$ cat config.mk
export PLATFORM = sky130hd
export DESIGN_NAME = tmr_host_port
export DESIGN_NICKNAME = d
export VERILOG_FILES = /design/src/rtl/tmr_host_pkg.sv /design/src/rtl/tmr_addr_dec.sv /design/src/rtl/tmr_chan_regs.sv /design/src/rtl/tmr_host_port.sv
export SDC_FILE = /design/constraint.sdc
export NUM_CORES = 1
export LEC_CHECK = 0
export ABC_CLOCK_PERIOD_IN_PS = 1700
export BUFFER_PORTS_ARGS = -buffer_cell sky130_fd_sc_hd__buf_4
export CAP_MARGIN = 25
export CORE_MARGIN = 1
export CORE_UTILIZATION = 30
export DETAILED_ROUTE_END_ITERATION = 7
export MAX_ROUTING_LAYER = met4
export PLACE_DENSITY = 0.54
export SKIP_LAST_GASP = 1
export SLEW_MARGIN = 20
export SYNTH_ARGS = -nofsm -noshare
export SYNTH_HDL_FRONTEND = slang
export SYNTH_SLANG_ARGS = --single-unit
$ cat constraint.sdc
create_clock -name clk -period 1.7 [get_ports clk]
set_clock_uncertainty 0.15 [all_clocks]
set_input_delay 0 -clock clk [delete_from_list [all_inputs] [get_ports clk]]
set_output_delay 0 -clock clk [all_outputs]
set_load 0.03 [all_outputs]
$ cat src/rtl/tmr_host_pkg.sv
package tmr_host_pkg;

   // write sequencer: which byte the next data write fills
   typedef enum logic [1:0] {
      WS_IDLE = 2'd0,
      WS_LO   = 2'd1,
      WS_HI   = 2'd2
   } wseq_e;

   // access-mode field values of a control byte
   localparam logic [1:0] AM_LATCH = 2'd0;
   localparam logic [1:0] AM_LO    = 2'd1;
   localparam logic [1:0] AM_HI    = 2'd2;
   localparam logic [1:0] AM_BOTH  = 2'd3;

   // low bits of the operating mode that mark a rate generator
   localparam logic [1:0] RATE_LOW_BITS = 2'b10;

endpackage

$ cat src/rtl/tmr_addr_dec.sv
module tmr_addr_dec #(
   parameter int NUM_CH = 3,
   parameter int ADDR_W = 2,
   parameter int DATA_W = 8,
   parameter int OP_W   = 3
) (
   input  logic [ADDR_W-1:0] addr_i,
   input  logic              wr_i,
   input  logic              rd_i,
   input  logic [DATA_W-1:0] wdata_i,
   output logic [NUM_CH-1:0] data_wr_o,
   output logic [NUM_CH-1:0] data_rd_o,
   output logic [NUM_CH-1:0] ctrl_wr_o,
   output logic [1:0]        ctrl_am_o,
   output logic [OP_W-1:0]   ctrl_op_o
);
   localparam logic [ADDR_W-1:0] CTRL_ADDR = ADDR_W'((1 << ADDR_W) - 1);
   localparam int CH_LSB = DATA_W - ADDR_W;
   localparam int AM_LSB = OP_W + 1;

   logic              ctrl_hit;
   logic [ADDR_W-1:0] ctrl_ch;
   logic              unused_wbits;

   assign ctrl_hit  = wr_i && (addr_i == CTRL_ADDR);
   assign ctrl_ch   = wdata_i[CH_LSB +: ADDR_W];
   assign ctrl_am_o = wdata_i[AM_LSB +: 2];
   assign ctrl_op_o = wdata_i[1 +: OP_W];
   assign unused_wbits = ^wdata_i;

   for (genvar i = 0; i < NUM_CH; i++) begin : g_sel
      assign data_wr_o[i] = wr_i && (addr_i == ADDR_W'(i));
      assign data_rd_o[i] = rd_i && (addr_i == ADDR_W'(i));
      assign ctrl_wr_o[i] = ctrl_hit && (ctrl_ch == ADDR_W'(i));
   end
endmodule

$ cat src/rtl/tmr_chan_regs.sv
module tmr_chan_regs
   import tmr_host_pkg::*;
#(
   parameter int DATA_W = 8,
   parameter int CNT_W  = 16,
   parameter int OP_W   = 3
) (
   input  logic              clk,
   input  logic              rst_n,
   input  logic              wr_sel_i,
   input  logic              rd_sel_i,
   input  logic              ctrl_sel_i,
   input  logic [1:0]        ctrl_am_i,
   input  logic [OP_W-1:0]   ctrl_op_i,
   input  logic [DATA_W-1:0] wdata_i,
   input  logic [CNT_W-1:0]  live_i,
   input  logic              run_i,
   output logic [CNT_W-1:0]  reload_o,
   output logic [OP_W-1:0]   op_o,
   output logic              pend_o,
   output logic [DATA_W-1:0] rdata_o
);
   logic [1:0]       amode_q;
   logic [OP_W-1:0]  op_q;
   wseq_e            wst_q;
   logic [CNT_W-1:0] reload_q;
   logic [CNT_W-1:0] snap_q;
   logic             latched_q;
   logic             tog_q;
   logic             pend_q;

   logic             byte_done;
   logic             keep_run;
   logic [CNT_W-1:0] rd_src;

   // a reload value is complete after the high byte, or after any byte in single-byte modes
   assign byte_done = wr_sel_i &&
                      (wst_q == WS_HI || (wst_q == WS_LO && amode_q != AM_BOTH));
   assign keep_run  = (op_q[1:0] == RATE_LOW_BITS) && run_i;

   always_ff @(posedge clk) begin
      if (!rst_n) begin
         amode_q   <= AM_LATCH;
         op_q      <= '0;
         wst_q     <= WS_IDLE;
         reload_q  <= '0;
         snap_q    <= '0;
         latched_q <= 1'b0;
         tog_q     <= 1'b0;
         pend_q    <= 1'b0;
      end else begin
         pend_q <= byte_done && !keep_run;
         if (ctrl_sel_i) begin
            tog_q <= 1'b0;
            if (ctrl_am_i == AM_LATCH) begin
               if (!latched_q) begin
                  snap_q    <= live_i;
                  latched_q <= 1'b1;
               end
            end else begin
               amode_q <= ctrl_am_i;
               op_q    <= ctrl_op_i;
               wst_q   <= (ctrl_am_i == AM_HI) ? WS_HI : WS_LO;
            end
         end else begin
            if (wr_sel_i) begin
               case (wst_q)
                  WS_LO: begin
                     reload_q[DATA_W-1:0] <= wdata_i;
                     if (amode_q == AM_BOTH) wst_q <= WS_HI;
                  end
                  WS_HI: begin
                     reload_q[CNT_W-1:DATA_W] <= wdata_i;
                     if (amode_q == AM_BOTH) wst_q <= WS_LO;
                  end
                  default: ;
               endcase
            end
            if (rd_sel_i) begin
               tog_q <= !tog_q;
               if (tog_q && latched_q) latched_q <= 1'b0;
            end
         end
      end
   end

   assign rd_src   = latched_q ? snap_q : live_i;
   assign rdata_o  = tog_q ? rd_src[CNT_W-1:DATA_W] : rd_src[DATA_W-1:0];
   assign reload_o = reload_q;
   assign op_o     = op_q;
   assign pend_o   = pend_q;

   AST_SNAP_HELD: assert property (@(posedge clk) disable iff (!rst_n)
      (latched_q && !(rd_sel_i && tog_q)) |=> (latched_q && $stable(snap_q)));
   AST_SNAP_RELEASE: assert property (@(posedge clk) disable iff (!rst_n)
      (rd_sel_i && tog_q && latched_q && !ctrl_sel_i) |=> !latched_q);
   AST_HI_KEEPS_LO: assert property (@(posedge clk) disable iff (!rst_n)
      (wr_sel_i && !ctrl_sel_i && wst_q == WS_HI) |=> $stable(reload_q[DATA_W-1:0]));
   AST_RATE_NO_PEND: assert property (@(posedge clk) disable iff (!rst_n)
      (wr_sel_i && wst_q == WS_HI && op_q[1:0] == RATE_LOW_BITS && run_i) |=> !pend_o);
   AST_CTRL_TOGGLE: assert property (@(posedge clk) disable iff (!rst_n)
      ctrl_sel_i |=> !tog_q);
   AST_PEND_AFTER_WRITE: assert property (@(posedge clk) disable iff (!rst_n)
      pend_o |-> $past(wr_sel_i));
endmodule

$ cat src/rtl/tmr_host_port.sv
module tmr_host_port #(
   parameter int NUM_CH = 3,
   parameter int ADDR_W = 2,
   parameter int DATA_W = 8,
   parameter int CNT_W  = 16,
   parameter int OP_W   = 3
) (
   input  logic                     clk,
   input  logic                     rst_n,
   input  logic [ADDR_W-1:0]        bus_addr,
   input  logic                     bus_wr,
   input  logic                     bus_rd,
   input  logic [DATA_W-1:0]        bus_wdata,
   output logic [DATA_W-1:0]        bus_rdata,
   input  logic [NUM_CH*CNT_W-1:0]  cnt_live,
   input  logic [NUM_CH-1:0]        cnt_running,
   output logic [NUM_CH*CNT_W-1:0]  reload_val,
   output logic [NUM_CH*OP_W-1:0]   op_mode,
   output logic [NUM_CH-1:0]        load_pend
);
   localparam logic [ADDR_W-1:0] CTRL_ADDR = ADDR_W'((1 << ADDR_W) - 1);
   localparam int CTRL_BITS = ADDR_W + 2 + OP_W + 1;

   if (CNT_W != 2 * DATA_W) begin : g_bad_cnt
      $error("CNT_W must be twice DATA_W");
   end
   if (NUM_CH > (1 << ADDR_W) - 1) begin : g_bad_ch
      $error("NUM_CH leaves no address for the control port");
   end
   if (CTRL_BITS > DATA_W) begin : g_bad_ctrl
      $error("control byte fields do not fit DATA_W");
   end

   logic [NUM_CH-1:0] data_wr;
   logic [NUM_CH-1:0] data_rd;
   logic [NUM_CH-1:0] ctrl_wr;
   logic [1:0]        ctrl_am;
   logic [OP_W-1:0]   ctrl_op;
   logic [DATA_W-1:0] ch_rdata [NUM_CH];

   tmr_addr_dec #(
      .NUM_CH (NUM_CH),
      .ADDR_W (ADDR_W),
      .DATA_W (DATA_W),
      .OP_W   (OP_W)
   ) dec_i (
      .addr_i    (bus_addr),
      .wr_i      (bus_wr),
      .rd_i      (bus_rd),
      .wdata_i   (bus_wdata),
      .data_wr_o (data_wr),
      .data_rd_o (data_rd),
      .ctrl_wr_o (ctrl_wr),
      .ctrl_am_o (ctrl_am),
      .ctrl_op_o (ctrl_op)
   );

   for (genvar i = 0; i < NUM_CH; i++) begin : g_ch
      tmr_chan_regs #(
         .DATA_W (DATA_W),
         .CNT_W  (CNT_W),
         .OP_W   (OP_W)
      ) chan_i (
         .clk        (clk),
         .rst_n      (rst_n),
         .wr_sel_i   (data_wr[i]),
         .rd_sel_i   (data_rd[i]),
         .ctrl_sel_i (ctrl_wr[i]),
         .ctrl_am_i  (ctrl_am),
         .ctrl_op_i  (ctrl_op),
         .wdata_i    (bus_wdata),
         .live_i     (cnt_live[i*CNT_W +: CNT_W]),
         .run_i      (cnt_running[i]),
         .reload_o   (reload_val[i*CNT_W +: CNT_W]),
         .op_o       (op_mode[i*OP_W +: OP_W]),
         .pend_o     (load_pend[i]),
         .rdata_o    (ch_rdata[i])
      );
   end

   always_comb begin
      bus_rdata = '0;
      for (int i = 0; i < NUM_CH; i++) begin
         if (bus_addr == ADDR_W'(i)) bus_rdata = ch_rdata[i];
      end
   end

   AST_CTRL_READS_ZERO: assert property (@(posedge clk) disable iff (!rst_n)
      (bus_addr == CTRL_ADDR) |-> (bus_rdata == '0));
   AST_CTRL_NOT_PEND: assert property (@(posedge clk) disable iff (!rst_n)
      (bus_wr && bus_addr == CTRL_ADDR) |=> (load_pend == '0));
endmodule

==> flow_summary.json, run 1 <==
{
  "status": "finished with violations",
  "violations": "hold timing, setup timing",
  "synth_cells": 665,
  "slew_headroom_pct": 70.2,
  "fin_area_mm2": 0.00850,
  "rsz0062_at_grt": "yes",
  "drc": 0,
  "layout.cells.non_filler": 1106,
  "crit_buf_inv": 2,
  "routed-via-count": 5454,
  "totalPowerFinal_uw": 7240,
  "grt_max_degree": 97,
  "cts-root-buf": "clkbuf_16",
  "synth_common_cells": "nand2_1 (179), dfxtp_1 (126), nand3_1 (59)",
  "crit_path_end_kind": "primary output",
  "io_pins": 133,
  "clock_path_buffers": 2,
  "antenna_found_initial": 0,
  "place_area_mm2": 0.00705,
  "synth_most_common_cell": "nand2_1",
  "syn_to_final_growth_pct": 47.9,
  "tns_ns": -2.47,
  "nets": 931,
  "synth.ff_latch_count": 126,
  "place_ws_ns": -0.00986,
  "worstPathArrival_ns": 1.89,
  "coreArea_mm2": 0.0187,
  "wl_per_cell_um": 15.8,
  "wirelength_mm": 17.5,
  "hold_viol_final": 3,
  "path_class": "flip-flop to primary output",
  "numClockSinks": 126,
  "grt_pass1_vias": 5060,
  "clock_latency_ns": 0.42,
  "grt_pass1_wl_mm": 26.5,
  "std_cell_rows": 50,
  "worst_pin_slew_ns": 0.445,
  "cts_made_buffers": 17,
  "h-tree-depth": 4,
  "hold_ws_ns": -0.0213,
  "ys_warn_count": 0,
  "first_iter_violations": 284,
  "power_density_mw_per_mm2": 853,
  "async_flop_share_pct": 0,
  "layout-drive-gt1-share_pct": 30.3,
  "start_util_pct": 30.7,
  "fmax_mhz": 490,
  "avgSynthCellArea_um2": 8.64,
  "crit_chain": "buf_12 -> mux4_2 -> a22oi_2 -> nand2_2 -> buf_6",
  "overflow": 0,
  "synth_area_mm2": 0.00574,
  "p_leak_uw": 0.00326,
  "clkSlewWorstSetupHoldPaths_ns": 0.05,
  "peakVddDrop_mv": 0.622,
  "synth_area_leaders": "dfxtp_1 (44%), nand2_1 (12%), mux4_2 (9.4%)",
  "worstSetupStartpointType": "flip-flop",
  "dpl.hpwl_mm": 11.2,
  "max_stage_delay_ns": 0.51,
  "synth_edf_count": 0,
  "portBuffers": 132,
  "cts_tree": "built",
  "required_ns": 1.55,
  "hold_path.class": "input pin to flip-flop",
  "finalWeightedCongestion": 0.792,
  "track_usage_pct": 17.7,
  "die_w_um": 140,
  "fin_ws_ns": -0.343,
  "ys_types": 50,
  "antenna_cells": 0,
  "drv_cap": 0,
  "synth.top_cell.area_share_pct": 43.9,
  "worst-path-max-fanout": 5,
  "critical_path.top_delay_family": "multiplexers",
  "syn_nets": 736,
  "dp.cells": 1001,
  "period_needed_ns": 2.04,
  "crit_slowest_cell": "mux4_2",
  "viasPerCell": 4.93,
  "firstDrtPassIters": 5,
  "setup_viol": 8,
  "die_h_um": 140,
  "seq_area_frac_synth_pct": 43.9,
  "fp.dieArea_mm2": 0.0197,
  "final_antenna_net_count": 0,
  "min_period_over_period_pct": 120,
  "r2r_slack_ns": 0.10,
  "synth_top_cell_by_area": "dfxtp_1",
  "drv_slew": 0,
  "synth-main-ff-cell": "dfxtp_1"
}
routing by layer:
layer,vias up,global-route usage [%],routed length [um]
li1,2703,-,-
met1,2576,22.3,8060
met2,138,27.5,8250
met3,37,3.49,743
met4,0,7.87,425
met5,-,-,0
per-stage QoR:
stage	hold WS, ns	util [%]
global placement	0.0791	37.7
finish	-0.0213	45.4
floorplan	-0.0196	-
CTS	0.0189	44.7
global route	0.00191	45.4
detailed placement	0.0846	37.7
layout make-up:
| type | instances | area (um2) |
|---|---|---|
| clock buffers | 23 | 448 |
| repair buffers | 234 | 2110 |
| well taps | 234 | 293 |
| fillers | 1805 | 10200 |
| flip-flops and latches | 126 | 2530 |
| multi-input cells | 473 | 2990 |
| clock inverters | 8 | 92.6 |
| inverters | 8 | 30.0 |
repair_timing:
action / in CTS / in global routing
gates resized for setup: 20 / 12
hold buffers: 66 / 1
buffers inserted: 2 / 2
hold endpoints to repair: 125 / 2
gates cloned: 1 / 3
setup endpoints to repair: 8 / 38
pin swaps: 9 / 4
cells by family after synthesis:
kind of cell / Yosys count / synth area share (%)
xor gates and xnor gates: 3 / 0.458
adders and majority gates: 6 / 1.31
muxes: 33 / 11.0
buffers and inverters: 66 / 5.36
and+or+nand+nor: 296 / 23.8
AOI/OAI and AO/OA: 135 / 14.2
DFF: 126 / 43.9
sequential cells by signal, indices dropped and copies added (netlist names):
name and flops:
g_ch.chan_i.tog_q 3, g_ch.chan_i.op_o 9, g_ch.chan_i.amode_q 6, g_ch.chan_i.pend_o 3
g_ch.chan_i.wst_q 6, g_ch.chan_i.reload_o 48, g_ch.chan_i.latched_q 3, g_ch.chan_i.snap_q 48
layout by cell type (no fill, tap or decap), types with 2 or more instances in the layout:
cell type | Yosys | layout
and4b_1 | 2 | 2
o21ai_0 | 35 | 34
nand3_1 | 59 | 59
nor3_1 | 8 | 7
nor4_4 | 0 | 2
o21ai_2 | 16 | 16
nor2_1 | 18 | 18
a2bb2oi_1 | 2 | 2
nand2_1 | 179 | 177
nand2_2 | 0 | 2
nor3_2 | 1 | 2
dfxtp_1 | 126 | 122
o211ai_1 | 2 | 2
buf_6 | 3 | 12
mux2i_1 | 9 | 9
and2_1 | 4 | 4
nand3_2 | 4 | 4
bufinv_16 | 0 | 2
clkinv_2 | 0 | 5
nor2b_1 | 3 | 3
mux4_2 | 24 | 24
dfxtp_2 | 0 | 3
buf_4 | 3 | 146
nor3b_2 | 3 | 3
a21oi_1 | 58 | 58
xor2_1 | 2 | 2
ha_1 | 6 | 6
buf_12 | 0 | 6
a22oi_2 | 0 | 8
a22oi_1 | 11 | 3
o21ai_1 | 1 | 2
dlygate4sd3_1 | 0 | 66
inv_1 | 8 | 7
clkbuf_16 | 0 | 20
and3_1 | 3 | 3
o311a_1 | 2 | 2
clkbuf_1 | 27 | 6
final timing paths:
check                             from                         to  cells after the start
min reg2reg  g_ch[0].chan_i.snap_q[10]  g_ch[0].chan_i.snap_q[10]                      2
max               g_ch[1].chan_i.tog_q               bus_rdata[7]                      5
min                        bus_addr[1]       g_ch[1].chan_i.tog_q                      4
max reg2reg    g_ch[1].chan_i.wst_q[0]    g_ch[1].chan_i.wst_q[1]                      6
worst register-to-register path, cell delays in order (launching register included):
cell and delay [ns]:
dfxtp_1 0.34, inv_1 0.06, ha_1 0.26, o2bb2ai_1 0.14, and4b_1 0.28, o211ai_1 0.11
o311a_1 0.14
power by group:
group | internal [uW] | switching, uW
combinational | 425 | 401
clock | 2130 | 1300
sequential | 2970 | 16.2
total | 5530 | 1720
Power figures use the tool's default switching activity.
==> run 2: changes to the inputs <==
- ABC_CLOCK_PERIOD_IN_PS: 1700 -> 2000
- CORE_MARGIN: 1 -> 2
- PLACE_DENSITY: 0.54 -> 0.53
- clock period: 1.7 -> 2 ns (I/O delays scaled with it)
==> flow_summary.json, run 2 (synthesized netlist as in run 1, its figures left out) <==
{
  "status": "finished with violations",
  "violations": "setup timing",
  "clock_path_buffers": 2,
  "routed-via-count": 5218,
  "hold_path.class": "input pin to flip-flop",
  "nets": 911,
  "worstPathArrival_ns": 1.90,
  "finalWeightedCongestion": 0.790,
  "peakVddDrop_mv": 0.518,
  "numClockSinks": 126,
  "multi_input_comb_area_mm2": 0.00296,
  "dpl.hpwl_mm": 11.2,
  "portBuffers": 132,
  "cts_tree": "built",
  "fillers": 1842,
  "wl_per_cell_um": 15.5,
  "layout_commonest_cell": "nand2_1",
  "first_iter_violations": 288,
  "crit_path_end_kind": "primary output",
  "totalPowerFinal_uw": 6200,
  "fp.dieArea_mm2": 0.0203,
  "wirelength_mm": 16.8,
  "whs_path_depth": 4,
  "coreArea_mm2": 0.0188,
  "antenna_found_initial": 0,
  "r2r_slack_ns": 0.40,
  "track_usage_pct": 17.4,
  "io_pins": 133,
  "required_ns": 1.85,
  "syn_to_final_growth_pct": 43.5,
  "grt_pass1_wl_mm": 26.6,
  "firstDrtPassIters": 5,
  "final_antenna_net_count": 0,
  "drc": 0,
  "cts-root-buf": "clkbuf_16",
  "fmax_mhz": 489,
  "h-tree-depth": 4,
  "die_w_um": 142,
  "worst-path-max-fanout": 8,
  "viasPerCell": 4.80,
  "grt_max_degree": 103,
  "cts_made_buffers": 17,
  "die_h_um": 142,
  "setup_viol": 6,
  "worstSetupStartpointType": "flip-flop",
  "antenna_cells": 0,
  "final_cell_mix": "nand2_1 (178), buf_4 (137), dfxtp_1 (123)",
  "rsz0062_at_grt": "yes",
  "reg2regPathDepth": 6,
  "drv_cap": 0,
  "p_leak_uw": 0.00312,
  "slew_headroom_pct": 46.6,
  "hold_viol_final": 0,
  "period_needed_ns": 2.05,
  "drv_slew": 0,
  "worst_pin_slew_ns": 0.798,
  "clkSlewWorstSetupHoldPaths_ns": 0.06,
  "fin_ws_ns": -0.0453,
  "clock_latency_ns": 0.42,
  "power_density_mw_per_mm2": 752,
  "overflow": 0,
  "grt_pass1_vias": 4939,
  "hold_ws_ns": 0.0189,
  "min_period_over_period_pct": 102,
  "std_cell_rows": 50,
  "path_class": "flip-flop to primary output",
  "layout-drive-gt1-share_pct": 28.5,
  "seqCellArea_mm2": 0.00253,
  "start_util_pct": 30.6
}
-- run 2: cell types whose count changed in the layout (fill, tap and decap cells not counted), sizes merged --
cell,previous run,this run
buf,165,149
clkbuf,26,18
clkinv,5,4
clkinvlp,1,5
dlygate4sd3,66,65
inv,8,10
-- run 2: final cells by class --
cell class | instances | share of cell area (%)
timing repair buffer | 214 | 22.5
clock buffer | 18 | 5.21
sequential | 126 | 30.6
inverter | 8 | 0.364
tap | 234 | 3.55
clock inverter | 13 | 1.73
multi-input combinational | 473 | 36.0
-- run 2: critical path, stage by stage (launching register included) --
cell and delay (ns):
dfxtp_2 0.33, buf_12 0.13, buf_12 0.10, mux4_2 0.50, a22oi_2 0.17, nand2_1 0.09, buf_6 0.14
-- run 2: through the flow --
step           instances  cell area [um2]  util, %  setup WS [ns]  setup TNS, ns
4_1_cts             1086             8220     43.8        -0.0934         -0.425
5_1_grt             1086             8240     43.9         -0.123         -0.728
3_3_place_gp         988             6910     36.8          0.283              0
3_5_place_dp         988             6910     36.8          0.253              0
2_1_floorplan        665             5740        -          0.312              0
6_report            1086             8240     43.9        -0.0453         -0.124
-- run 2: routing by layer --
layer  up-vias  track usage [%]  part of all wire, %
met2       120             26.3                   47
met4         0             6.10                  1.8
met1      2415             23.3                   48
met3        20             3.57                  3.8
met5         -                -                    0
li1       2663                -                    -
-- run 2: final timing paths --
| check | end | start |
|---|---|---|
| worst max-delay path | bus_rdata[6] | g_ch[1].chan_i.tog_q |
| worst min-delay path | g_ch[1].chan_i.amode_q[0] | bus_addr[0] |
| worst max register to register | g_ch[2].chan_i.wst_q[1] | g_ch[2].chan_i.wst_q[0] |
| worst min register to register | g_ch[1].chan_i.snap_q[12] | g_ch[1].chan_i.snap_q[12] |
-- run 2: where the power goes --
| part | switching, uW | internal, uW | leakage (uW) |
|---|---|---|---|
| clock | 1160 | 1830 | 0.000265 |
| sequential | 11.7 | 2530 | 0.00102 |
| combinational | 333 | 337 | 0.00184 |
-- run 2: repair_timing --
action / in CTS / in global routing
hold buffers: 65 / 0
setup buffers: 2 / 0
gates resized for setup: 18 / 5
pin swaps: 10 / 3
gates cloned: 0 / 0
setup endpoints to repair: 8 / 8
hold endpoints to repair: 122 / 0
==> run 3: changes to the inputs <==
- CORE_MARGIN: 2 -> 10
==> flow_summary.json, run 3 (synthesized netlist as in run 1, its figures left out) <==
{
  "seqCellArea_mm2": 0.00253,
  "path_class": "flip-flop to primary output",
  "first_iter_violations": 391,
  "wirelength_mm": 17.9,
  "cts-root-buf": "clkbuf_16",
  "numClockSinks": 126,
  "antenna_cells": 0,
  "fin_util_pct": 43.9,
  "start_util_pct": 30.6,
  "multi_input_comb_area_mm2": 0.00296,
  "die_w_um": 158,
  "violations": "setup timing",
  "final_cell_mix": "nand2_1 (177), buf_4 (140), dfxtp_1 (122)",
  "fillers": 1856,
  "wl_per_cell_um": 16.5,
  "p_leak_uw": 0.00313,
  "hold_ws_ns": 0.210,
  "clkSlewWorstSetupHoldPaths_ns": 0.05,
  "grt_max_degree": 103,
  "hold_path.class": "input pin to flip-flop",
  "track_usage_pct": 14.9,
  "nets": 913,
  "routed-via-count": 5204,
  "layout_commonest_cell": "nand2_1",
  "final_antenna_net_count": 0,
  "io_pins": 133,
  "worst_pin_slew_ns": 0.834,
  "worst-path-max-fanout": 7,
  "worstPathArrival_ns": 1.90,
  "peakVddDrop_mv": 0.547,
  "cts_tree": "built",
  "drv_slew": 0,
  "coreArea_mm2": 0.0188,
  "totalPowerFinal_uw": 6200,
  "required_ns": 1.85,
  "rsz0062_at_grt": "yes",
  "viasPerCell": 4.79,
  "portBuffers": 132,
  "clock_latency_ns": 0.41,
  "slew_headroom_pct": 44.2,
  "overflow": 0,
  "grt_pass1_wl_mm": 28.4,
  "period_needed_ns": 2.05,
  "clock_path_buffers": 2,
  "drc": 0,
  "tns_ns": -0.205,
  "syn_to_final_growth_pct": 43.5,
  "hold_viol_final": 0,
  "h-tree-depth": 4,
  "grt_pass1_vias": 5128,
  "status": "finished with violations",
  "dpl.hpwl_mm": 12.3,
  "std_cell_rows": 50,
  "setup_viol": 7,
  "firstDrtPassIters": 5,
  "worstSetupStartpointType": "flip-flop",
  "antenna_found_initial": 0,
  "finalWeightedCongestion": 0.773,
  "drv_cap": 0,
  "crit_path_end_kind": "primary output",
  "layout-drive-gt1-share_pct": 28.7,
  "fp.dieArea_mm2": 0.0251,
  "min_period_over_period_pct": 103,
  "fmax_mhz": 487,
  "cts_made_buffers": 17,
  "power_density_mw_per_mm2": 752,
  "die_h_um": 158,
  "fin_ws_ns": -0.0528
}
[run 3: power by group]
| part | internal (uW) | switching, uW | leakage (uW) |
|---|---|---|---|
| clock network | 1880 | 1110 | 0.000266 |
| registers | 2530 | 10.4 | 0.00102 |
| logic | 335 | 338 | 0.00185 |
[run 3: worst max-delay path, stage by stage (launching register included)]
cell	delay (ns)
dfxtp_2	0.33
buf_8	0.14
buf_12	0.11
mux4_2	0.53
a22oi_2	0.16
nand2_1	0.08
buf_6	0.14
[run 3: worst paths after layout]
kind | start | endpoint | slack, ns | depth (start not counted)
worst max-delay path | g_ch[1].chan_i.tog_q | bus_rdata[4] | -0.05 | 6
worst min-delay path | cnt_live[46] | g_ch[2].chan_i.snap_q[14] | 0.21 | 4
worst max register to register | g_ch[2].chan_i.wst_q[0] | g_ch[2].chan_i.wst_q[0] | 0.39 | 6
worst min register to register | g_ch[2].chan_i.snap_q[4] | g_ch[2].chan_i.snap_q[4] | 0.30 | 2
[run 3: what timing repair did]
| item | 4_1_cts | 5_1_grt |
|---|---|---|
| buffers inserted | 2 | 0 |
| pin swaps | 6 | 5 |
| hold endpoints to repair | 124 | 0 |
| hold buffers | 65 | 0 |
| resized for setup | 14 | 6 |
| endpoints found under the setup margin | 8 | 8 |
[run 3: final cells by class]
cell class	instances	area share (%)
well taps	234	3.55
clock buffers	20	5.54
inverters	8	0.364
repair buffers	216	22.5
clock inverters	10	1.41
multi-input cells	473	35.9
flip-flops and latches	126	30.7
[run 3: metal layers]
metal	GRT usage (%)	wire (um)	vias to the layer above
met5	-	0	-
met4	5.25	270	0
met3	3.08	721	16
met2	22.8	8580	109
met1	19.0	8370	2414
li1	-	-	2665
[run 3: metrics by stage]
stage	setup slack, ns	area, um2	cells
5_1_grt	-0.140	8240	1087
3_3_place_gp	0.257	6920	990
2_1_floorplan	0.312	5740	665
6_report	-0.0528	8240	1087
3_5_place_dp	0.250	6920	990
4_1_cts	-0.0902	8220	1087
